File: src/rtl/xlat_pkg.sv
package xlat_pkg;
  parameter int ADDR_W   = 16;
  parameter int MAP_W    = 16;
  parameter int WIN_W    = 14;
  parameter int SEG_W    = 7;
  parameter int UOFF_W   = 17;
  parameter int PHYS_W   = 18;
  parameter int IRAM_SEL = 12;
  localparam int IPAGE_W = PHYS_W - WIN_W;
  localparam int UPAGE_W = UOFF_W - WIN_W;
  localparam logic [ADDR_W-1:0] WIN_BASE  = ADDR_W'(1) << (ADDR_W - 1);
  localparam logic [ADDR_W-1:0] IO_BASE   = WIN_BASE | (ADDR_W'(1) << WIN_W);
  localparam logic [ADDR_W-1:0] HOLE_MASK = ADDR_W'(16'hFFF0);
  localparam logic [ADDR_W-1:0] HOLE_BASE = ADDR_W'(16'hFF00);

  typedef enum logic [1:0] {
    TGT_DRAM = 2'd0,
    TGT_IRAM = 2'd1,
    TGT_UMEM = 2'd2,
    TGT_NONE = 2'd3
  } tgt_e;

  typedef struct packed {
    logic load;
    logic toDram;
    logic toIram;
    logic toUmem;
    logic toFault;
  } xlat_strb_t;
endpackage

File: src/rtl/xlat_ctrl.sv
module xlat_ctrl
  import xlat_pkg::*;
(
  input  logic              clk,
  input  logic              rstN,
  input  logic              reqValid,
  input  logic [ADDR_W-1:0] reqAddr,
  input  logic              mapWrEn,
  input  logic [MAP_W-1:0]  mapWrData,
  output xlat_strb_t        strb,
  output logic [MAP_W-1:0]  mapQ
);
  logic inIo, inHole, inWin;

  always_ff @(posedge clk) begin
    if (!rstN)        mapQ <= '0;
    else if (mapWrEn) mapQ <= mapWrData;
  end

  always_comb begin
    inIo   = reqAddr >= IO_BASE;
    inHole = (reqAddr & HOLE_MASK) == HOLE_BASE;
    inWin  = !inIo && (reqAddr >= WIN_BASE);
    strb.load    = reqValid;
    strb.toFault = inIo && !inHole;
    strb.toIram  = inWin && mapQ[IRAM_SEL];
    strb.toUmem  = inWin && !mapQ[IRAM_SEL];
    strb.toDram  = !inWin && !strb.toFault;
  end

  p_map_write_r8: assert property (@(posedge clk) disable iff (!rstN)
    $past(mapWrEn) |-> mapQ == $past(mapWrData));

  p_one_target_r7: assert property (@(posedge clk) disable iff (!rstN)
    reqValid |-> $countones({strb.toDram, strb.toIram, strb.toUmem, strb.toFault}) == 1);
endmodule

File: src/rtl/xlat_datapath.sv
module xlat_datapath
  import xlat_pkg::*;
(
  input  logic              clk,
  input  logic              rstN,
  input  xlat_strb_t        strb,
  input  logic [ADDR_W-1:0] reqAddr,
  input  logic [MAP_W-1:0]  mapQ,
  output logic              rspValid,
  output tgt_e              rspTarget,
  output logic [SEG_W-1:0]  rspSeg,
  output logic [PHYS_W-1:0] rspAddr,
  output logic              rspFault
);
  logic [WIN_W-1:0] winOff;
  logic [ADDR_W-1:0] winDelta;
  logic unusedMapHigh;

  assign winDelta      = reqAddr - WIN_BASE;
  assign winOff        = winDelta[WIN_W-1:0];
  assign unusedMapHigh = ^mapQ[MAP_W-1:SEG_W+UPAGE_W];

  always_ff @(posedge clk) begin
    if (!rstN) begin
      rspValid  <= 1'b0;
      rspTarget <= TGT_DRAM;
      rspSeg    <= '0;
      rspAddr   <= '0;
      rspFault  <= 1'b0;
    end else begin
      rspValid <= strb.load;
      if (strb.load) begin
        rspFault <= strb.toFault;
        rspSeg   <= '0;
        rspAddr  <= '0;
        if (strb.toFault) begin
          rspTarget <= TGT_NONE;
        end else if (strb.toIram) begin
          rspTarget <= TGT_IRAM;
          rspAddr   <= {mapQ[IPAGE_W-1:0], winOff};
        end else if (strb.toUmem) begin
          rspTarget <= TGT_UMEM;
          rspSeg    <= mapQ[SEG_W+UPAGE_W-1:UPAGE_W];
          rspAddr   <= PHYS_W'({mapQ[UPAGE_W-1:0], winOff});
        end else begin
          rspTarget <= TGT_DRAM;
          rspAddr   <= PHYS_W'(reqAddr);
        end
      end
    end
  end

  p_valid_follows_r2: assert property (@(posedge clk) disable iff (!rstN)
    rspValid == $past(strb.load));

  p_hold_r2: assert property (@(posedge clk) disable iff (!rstN)
    !$past(strb.load) |-> $stable(rspAddr) && $stable(rspTarget));

  p_fault_none_r7: assert property (@(posedge clk) disable iff (!rstN)
    rspFault |-> rspTarget == TGT_NONE && rspAddr == '0);

  p_iram_off_r4: assert property (@(posedge clk) disable iff (!rstN)
    rspValid && rspTarget == TGT_IRAM |-> rspAddr[WIN_W-1:0] == $past(reqAddr[WIN_W-1:0]));

  p_umem_range_r5: assert property (@(posedge clk) disable iff (!rstN)
    rspValid && rspTarget == TGT_UMEM |-> rspAddr[PHYS_W-1:UOFF_W] == '0);
endmodule

File: src/rtl/dwin_xlat.sv
module dwin_xlat
  import xlat_pkg::*;
(
  input  logic              clk,
  input  logic              rstN,
  input  logic              reqValid,
  input  logic [ADDR_W-1:0] reqAddr,
  input  logic              mapWrEn,
  input  logic [MAP_W-1:0]  mapWrData,
  output logic              rspValid,
  output logic [1:0]        rspTarget,
  output logic [SEG_W-1:0]  rspSeg,
  output logic [PHYS_W-1:0] rspAddr,
  output logic              rspFault
);
  xlat_strb_t strb;
  logic [MAP_W-1:0] mapQ;
  tgt_e tgtQ;

  xlat_ctrl i_ctrl (
    .clk(clk), .rstN(rstN), .reqValid(reqValid), .reqAddr(reqAddr),
    .mapWrEn(mapWrEn), .mapWrData(mapWrData), .strb(strb), .mapQ(mapQ)
  );

  xlat_datapath i_dp (
    .clk(clk), .rstN(rstN), .strb(strb), .reqAddr(reqAddr), .mapQ(mapQ),
    .rspValid(rspValid), .rspTarget(tgtQ), .rspSeg(rspSeg),
    .rspAddr(rspAddr), .rspFault(rspFault)
  );

  assign rspTarget = tgtQ;
endmodule

File: config.mk
export PLATFORM = sky130hd
export DESIGN_NAME = dwin_xlat
export DESIGN_NICKNAME = d
export VERILOG_FILES = /design/src/rtl/xlat_pkg.sv /design/src/rtl/xlat_ctrl.sv /design/src/rtl/xlat_datapath.sv /design/src/rtl/dwin_xlat.sv
export SDC_FILE = /design/constraint.sdc
export NUM_CORES = 1
export LEC_CHECK = 0
export ABC_AREA = 1
export BUFFER_PORTS_ARGS = -buffer_cell sky130_fd_sc_hd__buf_2
export CORE_MARGIN = 3
export CORE_UTILIZATION = 45
export DETAILED_ROUTE_END_ITERATION = 6
export PLACE_DENSITY = 0.84
export SLEW_MARGIN = 0
export SYNTH_ARGS = -nofsm -noshare
export SYNTH_HDL_FRONTEND = slang
export SYNTH_SLANG_ARGS = --single-unit
File: constraint.sdc
create_clock -name clk -period 1.55 [get_ports clk]
set_clock_uncertainty 0.2 [all_clocks]
set_input_delay 0.31 -clock clk [delete_from_list [all_inputs] [get_ports clk]]
set_output_delay 0.31 -clock clk [all_outputs]
set_load 0.005 [all_outputs]
* After elaboration in Yosys (flattened, before gate mapping)
Cells that the tools add are included.
Storage, ports and cells: flip-flop bits (word level) 42, input bits 36, output and inout bits 29, logic and storage cells 26
Cells by class: add/subtract/negate cells 1, magnitude comparators 2, equal/unequal tests 1, multiplexer cells 9, reductions and logical operators 7
Operators with widths (count):
- $mux W18 | 2
- $ge A16 B16 Y1 const B | 2
- $mux W7 | 3
- $mux W17 | 1
- $sub A14 B1 Y14 const B | 1
- $eq A12 B12 Y1 const B | 1
- $mux W2 | 3
- $logic_and A1 B1 Y1 | 4
- $logic_not A1 Y1 | 3

* Depth between registers and ports, before layout
Gate-level depths: netlist of the first run.
depth after elaboration 7, depth in mapped cells 8, mapped depth without buffers 8

* Modules after synthesis
A second synthesis of the first run with hierarchy kept.
Second synthesis, totals: cells, all modules 227, area, all modules 1737.9 um^2
Modules (own cells, without submodules):
- xlat_datapath | instances 1, cells an instance 137, area each 1097.3 um^2
- xlat_ctrl | instances 1, cells an instance 90, area each 640.6 um^2

* Worst setup path before layout of the first run
OpenSTA, ideal clock, no wires.
path type input port to flip-flop, start point in reqValid, end point reg i_dp.rspAddr[17], data arrival time 0.881 ns, data required time 1.263 ns, setup slack 0.382 ns, stages 5, buffers on the path 2, cell sequence buf_4 -> inv_1 -> buf_4 -> nand3_1 -> o31ai_1
RTL lines:
- from (decl) | line dwin_xlat.sv:6 | input logic reqValid,
- to (signal assigned) | line xlat_datapath.sv:40 | rspAddr <= {mapQ[IPAGE_W-1:0], winOff};
- to (signal assigned) | line xlat_datapath.sv:44 | rspAddr <= PHYS_W'({mapQ[UPAGE_W-1:0], winOff});
- to (signal assigned) | line xlat_datapath.sv:47 | rspAddr <= PHYS_W'(reqAddr);
- to (decl) | line xlat_datapath.sv:12 | output logic [PHYS_W-1:0] rspAddr,

* Worst setup path after layout of the first run
start point reg i_dp.rspTarget[1], end point out rspTarget[1]
RTL lines:
- from (decl) | line xlat_datapath.sv:10 | output tgt_e rspTarget,
- from (signal assigned) | line xlat_datapath.sv:26 | rspTarget <= TGT_DRAM;
- from (signal assigned) | line xlat_datapath.sv:37 | rspTarget <= TGT_NONE;
- from (signal assigned) | line xlat_datapath.sv:39 | rspTarget <= TGT_IRAM;
- to (decl) | line dwin_xlat.sv:11 | output logic [1:0] rspTarget,
No word-level cell between the ends.

==> results of run 1 <==
## logic make-up (layout without fill, tap and decap cells)
family	Yosys count	count (layout)	synth area share
DFF	40	40	0.5124
and+or+nand+nor	85	87	0.2730
AOI/OAI and AO/OA	32	32	0.1041
buffers and inverters	31	106	0.1105
## cells in the mapped netlist, types with 2 or more instances
cell / count
nor2_1: 9
o21ai_0: 13
clkbuf_8: 2
buf_2: 2
nand3_2: 4
nand3_1: 41
buf_6: 2
inv_1: 19
o21ai_1: 7
dfxtp_1: 40
clkbuf_1: 2
buf_4: 2
nor2_2: 2
nand2_1: 24
nand2_4: 2
a21oi_1: 11
## final timing paths
kind                                         from        endpoint  slack (ps)  cells after the start
worst max-delay path            i_dp.rspTarget[1]    rspTarget[1]         190                      1
worst min register to register     i_ctrl.mapQ[8]  i_dp.rspSeg[5]         270                      2
worst max register to register    i_ctrl.mapQ[12]  i_dp.rspSeg[3]         360                      3
worst min-delay path                 mapWrData[6]  i_ctrl.mapQ[6]          20                      3
## what timing repair did
action | 4_1_cts | 5_1_grt
hold endpoints to repair | 16 | 0
gates resized for setup | 0 | 4
setup endpoints to repair | 0 | 13
hold buffers | 16 | 0
## metrics by stage
| step | power [mW] | hold slack [ps] | cell area (um^2) | std cells |
|---|---|---|---|---|
| 6_report | 1.921 | 20.24 | 2121 | 309 |
| 4_1_cts | 1.918 | 12.21 | 2087 | 309 |
| 5_1_grt | 2.006 | 15.45 | 2121 | 309 |
| 3_3_place_gp | 1.344 | 242.7 | 1866 | 285 |
| 3_5_place_dp | 1.351 | 255.6 | 1866 | 285 |
| 2_1_floorplan | 1.256 | 224.1 | 1563 | 188 |
## power groups by stage
stage          clock network (mW)  registers, mW  logic (mW)
2_1_floorplan                   0           1.13       0.131
3_3_place_gp                    0           1.12       0.222
3_5_place_dp                    0           1.12       0.226
4_1_cts                     0.560           1.10       0.257
5_1_grt                     0.600           1.11       0.299
6_report                    0.551           1.10       0.268
## registers in the layout, indices dropped and copies added, names as in the netlist
| register | cells |
|---|---|
| i_ctrl.mapQ | 11 |
| i_dp.rspSeg | 7 |
| i_dp.rspTarget | 2 |
| i_dp.rspAddr | 18 |
| i_dp.rspFault | 1 |
| i_dp.rspValid | 1 |
## metal layers
| layer | global-route usage | part of all wire |
|---|---|---|
| met3 | 0.06412 | 0.078 |
| met4 | 0.09499 | 0.021 |
| met2 | 0.3218 | 0.48 |
| met1 | 0.2234 | 0.42 |
| met5 | 0 | 0 |
## cell type report
type / count / area (um^2)
multi-input cells: 119 / 628.1
well taps: 44 / 55.05
inverters: 20 / 75.07
flip-flops and latches: 40 / 800.8
clock inverters: 2 / 10.01
fillers: 273 / 1057
clock buffers: 6 / 51.30
repair buffers: 78 / 500.5
==> results.cfg, run 1 <==
[sta]
finalMaxSlewViolations = 0
fin_crit_sh = 0.8765
max_slew_margin = 0.7626
max_freq_mhz = 736.1
setup_viol = 0
worst_pin_slew_ps = 355.7
fin_ws_ps = 191.5
rsz0062_at_grt = false
finalSetupTns_ps = 0
hold_viol = 0
finalCriticalPeriod_ps = 1359

[pwr]
p_leak_nw = 1.086
ir_worst_vdd_uv = 689.8
internal_power_mw = 1.420
swShare = 0.2607
switching_power_mw = 0.5007
power_density_nw_per_um2 = 905.7
p_seq_frac = 0.574
power.combinational.fraction = 0.140
clkPwrFrac = 0.287

[worst_setup_path]
crit_chain = buf_2
critPathKind = flop to primary output
crit_buf_inv = 1
required_ps = 1040
critPathMaxFanout = 2
startpoint_type = flop
end_kind = primary output
cpPeakStageDelay_ps = 370
crit_family = flip-flops
worstPathArrival_ps = 850
cp_slowest_cell = dfxtp_1

[place]
post-place-ws_ps = 97.42
place.gp.congestion = 0.7032
dp_hpwl_um = 2523
io_buffer_count = 59

[logic_synthesis]
ys.flop_type = dfxtp_1
synth.area.top_cells = dfxtp_1 (51%), nand3_1 (13%), nand2_1 (5.8%)
netlist_area_um2 = 1563
syn_nets = 224
synth_cells = 188
synth_top_cell_by_area = dfxtp_1
synth_edf_count = 0
yosysUniqueCellTypes = 22
seq_area_frac_synth = 0.5124
syn-mean-instance-area_um2 = 8.312
synth_top_area_share = 0.5124
async_flop_share = 0
synth-seq-cells = 40
yosysWarnings = 0

[route]
routed_wl_um = 4007
via_count = 1515
initialDrtViolationCount = 96
via_per_inst = 4.903
drc_errors = 0
drt_first_pass_iters = 4
drtAntennaViolNets = 0
routedWlPerCell_um = 12.97

[floorplan]
row_count = 20
die_h_um = 64.93
dieWidth_um = 64.93
coreArea_um2 = 3178
dieArea_um2 = 4216
initial_core_util = 0.4917
ios = 65

[clock_tree]
clk_latency_ps = 350
clkTransAtPathRegs_ps = 120
cts.root.buffer_cell = clkbuf_4
cts_tree = yes
htree_levels = 2
post_cts_buffers = 0
cts_buffers = 5
clock_path_buffers = 2
cts_sinks = 40

[min_path]
hold_class = input port to flop

[global_route]
track_usage = 0.1944
grt_max_degree = 20
grt-ovfl-total = 0
grt_pass1_wl_um = 6216
antenna_found_initial = 0
grt_pass1_vias = 1404

[run]
cap_violations = 0

[layout]
final_common_cell = buf_2
diodes = 0
drive_gt1_frac = 0.3094
fin_util = 0.6673
nets = 300
mostFrequentLayoutCells = buf_2 (57), nand3_1 (41), dfxtp_1 (40), nand2_1 (24), inv_1 (19)
area_growth_pct = 35.71

[status]
outcome = completed
No activity file was read; power rests on OpenSTA's default activity.
==> run 2, diff against run 1 <==
--- a/config.mk
+++ b/config.mk
@@ -5,12 +5,13 @@
 export SDC_FILE = /design/constraint.sdc
 export NUM_CORES = 1
 export LEC_CHECK = 0
-export ABC_AREA = 1
+export ABC_AREA = 0
 export BUFFER_PORTS_ARGS = -buffer_cell sky130_fd_sc_hd__buf_2
 export CORE_MARGIN = 3
 export CORE_UTILIZATION = 45
 export DETAILED_ROUTE_END_ITERATION = 6
 export PLACE_DENSITY = 0.84
+export RECOVER_POWER = 25
 export SLEW_MARGIN = 0
 export SYNTH_ARGS = -nofsm -noshare
 export SYNTH_HDL_FRONTEND = slang
==> run 2 against run 1 <==
  * Routed wire length shrank 9.7%
  * Core utilization grew 3.1 points
  * Hold slack lost 3.7 ps
  * Power is essentially flat
  * Clock power is essentially flat
  * Sequential cell count is the same
  * Design area grew 3.0%
  * Critical path type is now input port to flop
  * Largest power group unchanged
  * First-iteration DRC count shrank 40%
  * Maximum frequency shrank 12%
  * Cell count shrank 9.7%
  * Synthesized cell count shrank 21%
  * Register-to-register slack gained 20 ps
==> results.cfg, run 2 <==
[route]
via_per_inst = 4.928
initialDrtViolationCount = 58
drc_errors = 0
routedWlPerCell_um = 12.97
routed_wl_um = 3618
drt_first_pass_iters = 4
via_count = 1375
drtAntennaViolNets = 0

[worst_setup_path]
cpPeakStageDelay_ps = 570
reg2regPathDepth = 3
reg2reg_to = i_dp.rspTarget[0]
critPathKind = input port to flop
reg2reg_from = i_ctrl.mapQ[12]
critPathMaxFanout = 5
end_kind = flop
reg2reg_slack_ps = 380
cp_slowest_cell = dlygate4sd3_1
crit_buf_inv = 2
worstPathArrival_ps = 1600
required_ps = 1610
startpoint_type = input port
crit_chain = dlygate4sd3_1 > and2_4 > a31oi_4 > clkbuf_16 > o21ai_2
crit_family = buffers and inverters

[floorplan]
coreArea_um2 = 3128
dieArea_um2 = 4090
initial_core_util = 0.4832
dieWidth_um = 63.96
ios = 65
row_count = 20
die_h_um = 63.96

[layout]
regMostFlops = i_dp.rspAddr
largest_register_ffs = 18
fin_util = 0.6984
drive_gt1_frac = 0.3702
top_regs = i_dp.rspAddr: 18 flops, i_ctrl.mapQ: 11 flops, i_dp.rspSeg: 7 flops
final_common_cell = buf_2
regArea_um2 = 800.8
final_cells = 279
mostFrequentLayoutCells = buf_2 (57), dfxtp_1 (40), nand2_1 (24), dlygate4sd3_1 (23), nor2_1 (12)
multi_input_area_um2 = 656.9
nFillCells = 238
area_growth_pct = 44.54
nets = 270
diodes = 0

[sta]
max_slew_margin = 0.7372
worst_pin_slew_ps = 394.2
hold_viol = 0
setup_viol = 0
finalSetupTns_ps = 0
finalMaxSlewViolations = 0
finalCriticalPeriod_ps = 1542
max_freq_mhz = 648.4
fin_crit_sh = 0.9949

[clock_tree]
clk_latency_ps = 350
post_cts_buffers = 0
cts_tree = yes
cts_buffers = 5
cts_sinks = 40
clkTransAtPathRegs_ps = 110
htree_levels = 2
cts.root.buffer_cell = clkbuf_4
clock_path_buffers = 2

[place]
dp_cells = 248
place.gp.congestion = 0.7928
io_buffer_count = 59
dp_hpwl_um = 2338

[logic_synthesis]
synth_edf_count = 0
syn_nets = 184
yosysWarnings = 0
syn-mean-instance-area_um2 = 10.21
synth_top_cell_by_area = dfxtp_1
yosysUniqueCellTypes = 28
ys.flop_type = dfxtp_1
synth_common_cells = dfxtp_1 (40), nand2_1 (23), nor2_1 (12), a22o_1 (11), mux2i_1 (11)
seq_area_frac_synth = 0.5298
async_flop_share = 0
netlist_area_um2 = 1511
synth-seq-cells = 40
synth.area.top_cells = dfxtp_1 (53%), mux2i_1 (7.3%), a22o_1 (6.4%)
synth_top_area_share = 0.5298
synth_cells = 148
yosysMostFrequentCell = dfxtp_1

[status]
outcome = completed

[pwr]
p_seq_frac = 0.573
ir_worst_vdd_uv = 626.1
p_leak_nw = 1.028
swShare = 0.2498
power.total_mw = 1.922
power_density_nw_per_um2 = 879.7
power.combinational.fraction = 0.142
switching_power_mw = 0.4801
internal_power_mw = 1.442
clkPwrFrac = 0.286

[global_route]
grt_pass1_wl_um = 5878
grt_pass1_vias = 1297
antenna_found_initial = 0
track_usage = 0.1849
grt-ovfl-total = 0
grt_max_degree = 23

[min_path]
hold_start = reqAddr[12]
hold_path_depth = 3
min_to = i_dp.rspAddr[12]
hold_class = input port to flop

[run]
cap_violations = 0
[run 2: cell types whose count changed after synthesis, sizes merged, moves of 3 or more]
cell    before  now
a21oi       11    3
a22o         0   11
inv         20    4
mux2i        0   11
nand2b       0    3
nand3       45    3
o21ai       20   14
[run 2: worst reg2reg max path, stage by stage (launching register included)]
cell     delay (ps)
dfxtp_1         480
inv_1            60
o21ai_0         190
o221a_2         200
[run 2: how the worst max path moves through the flow]
stage	from	end	slack, ps	cells after the start
after floorplan	reqAddr[6]	i_dp.rspAddr[0]	230	4
after global placement	reqAddr[9]	i_dp.rspAddr[3]	70	5
after detailed placement	reqAddr[6]	i_dp.rspAddr[9]	70	5
after CTS	reqAddr[10]	i_dp.rspAddr[9]	30	6
after global routing	reqAddr[10]	i_dp.rspAddr[2]	-10	5
final	reqAddr[10]	i_dp.rspAddr[2]	8	5
[run 2: cells by family after synthesis]
logic type	after synthesis	share of synthesized area
AND/OR/NAND/NOR	50	0.1623
AO/OA/AOI/OAI	36	0.1995
flip-flops	40	0.5298
multiplexers	11	0.07285
buffers and inverters	11	0.03559
[run 2: stage by stage]
stage / hold WS, ps / instance area, um^2 / worst slack, ps
3_3_place_gp: 230.1 / 1878 / 74.33
5_1_grt: 11.34 / 2185 / -11.68
4_1_cts: 2.303 / 2170 / 25.65
2_1_floorplan: 235.5 / 1511 / 233.0
3_5_place_dp: 235.1 / 1878 / 67.46
6_report: 16.57 / 2185 / 7.847
[run 2: power by group through the flow]
| stage | Combinational (mW) | Sequential, mW | Clock, mW |
|---|---|---|---|
| after global routing | 0.299 | 1.11 | 0.608 |
| after detailed placement | 0.221 | 1.12 | 0 |
| final | 0.272 | 1.10 | 0.549 |
| after floorplan | 0.115 | 1.12 | 0 |
| after global placement | 0.217 | 1.12 | 0 |
| after CTS | 0.265 | 1.10 | 0.563 |
[run 2: timing repair]
action | 4_1_cts | 5_1_grt
resized for setup | 0 | 2
setup endpoints to repair | 0 | 10
hold buffers | 23 | 0
endpoints found under the hold margin | 23 | 0
[run 2: area by class of cell]
cell class	instances	share of cell area
Sequential cell	40	0.3666
Tap cell	44	0.02520
Clock buffer	6	0.02348
Multi-Input combinational cell	97	0.3007
Inverter	4	0.006873
Timing Repair Buffer	86	0.2726
Clock inverter	2	0.004582
[run 2: layer usage]
layer  vias to the layer above  wire [um]  track usage  share of wire
met4                         0         24      0.07278         0.0066
met2                        43       1790       0.3123           0.49
met3                         4        224      0.05272          0.062
met5                         -          0            0              0
li1                        694          -            -              -
met1                       634       1578       0.2196           0.44
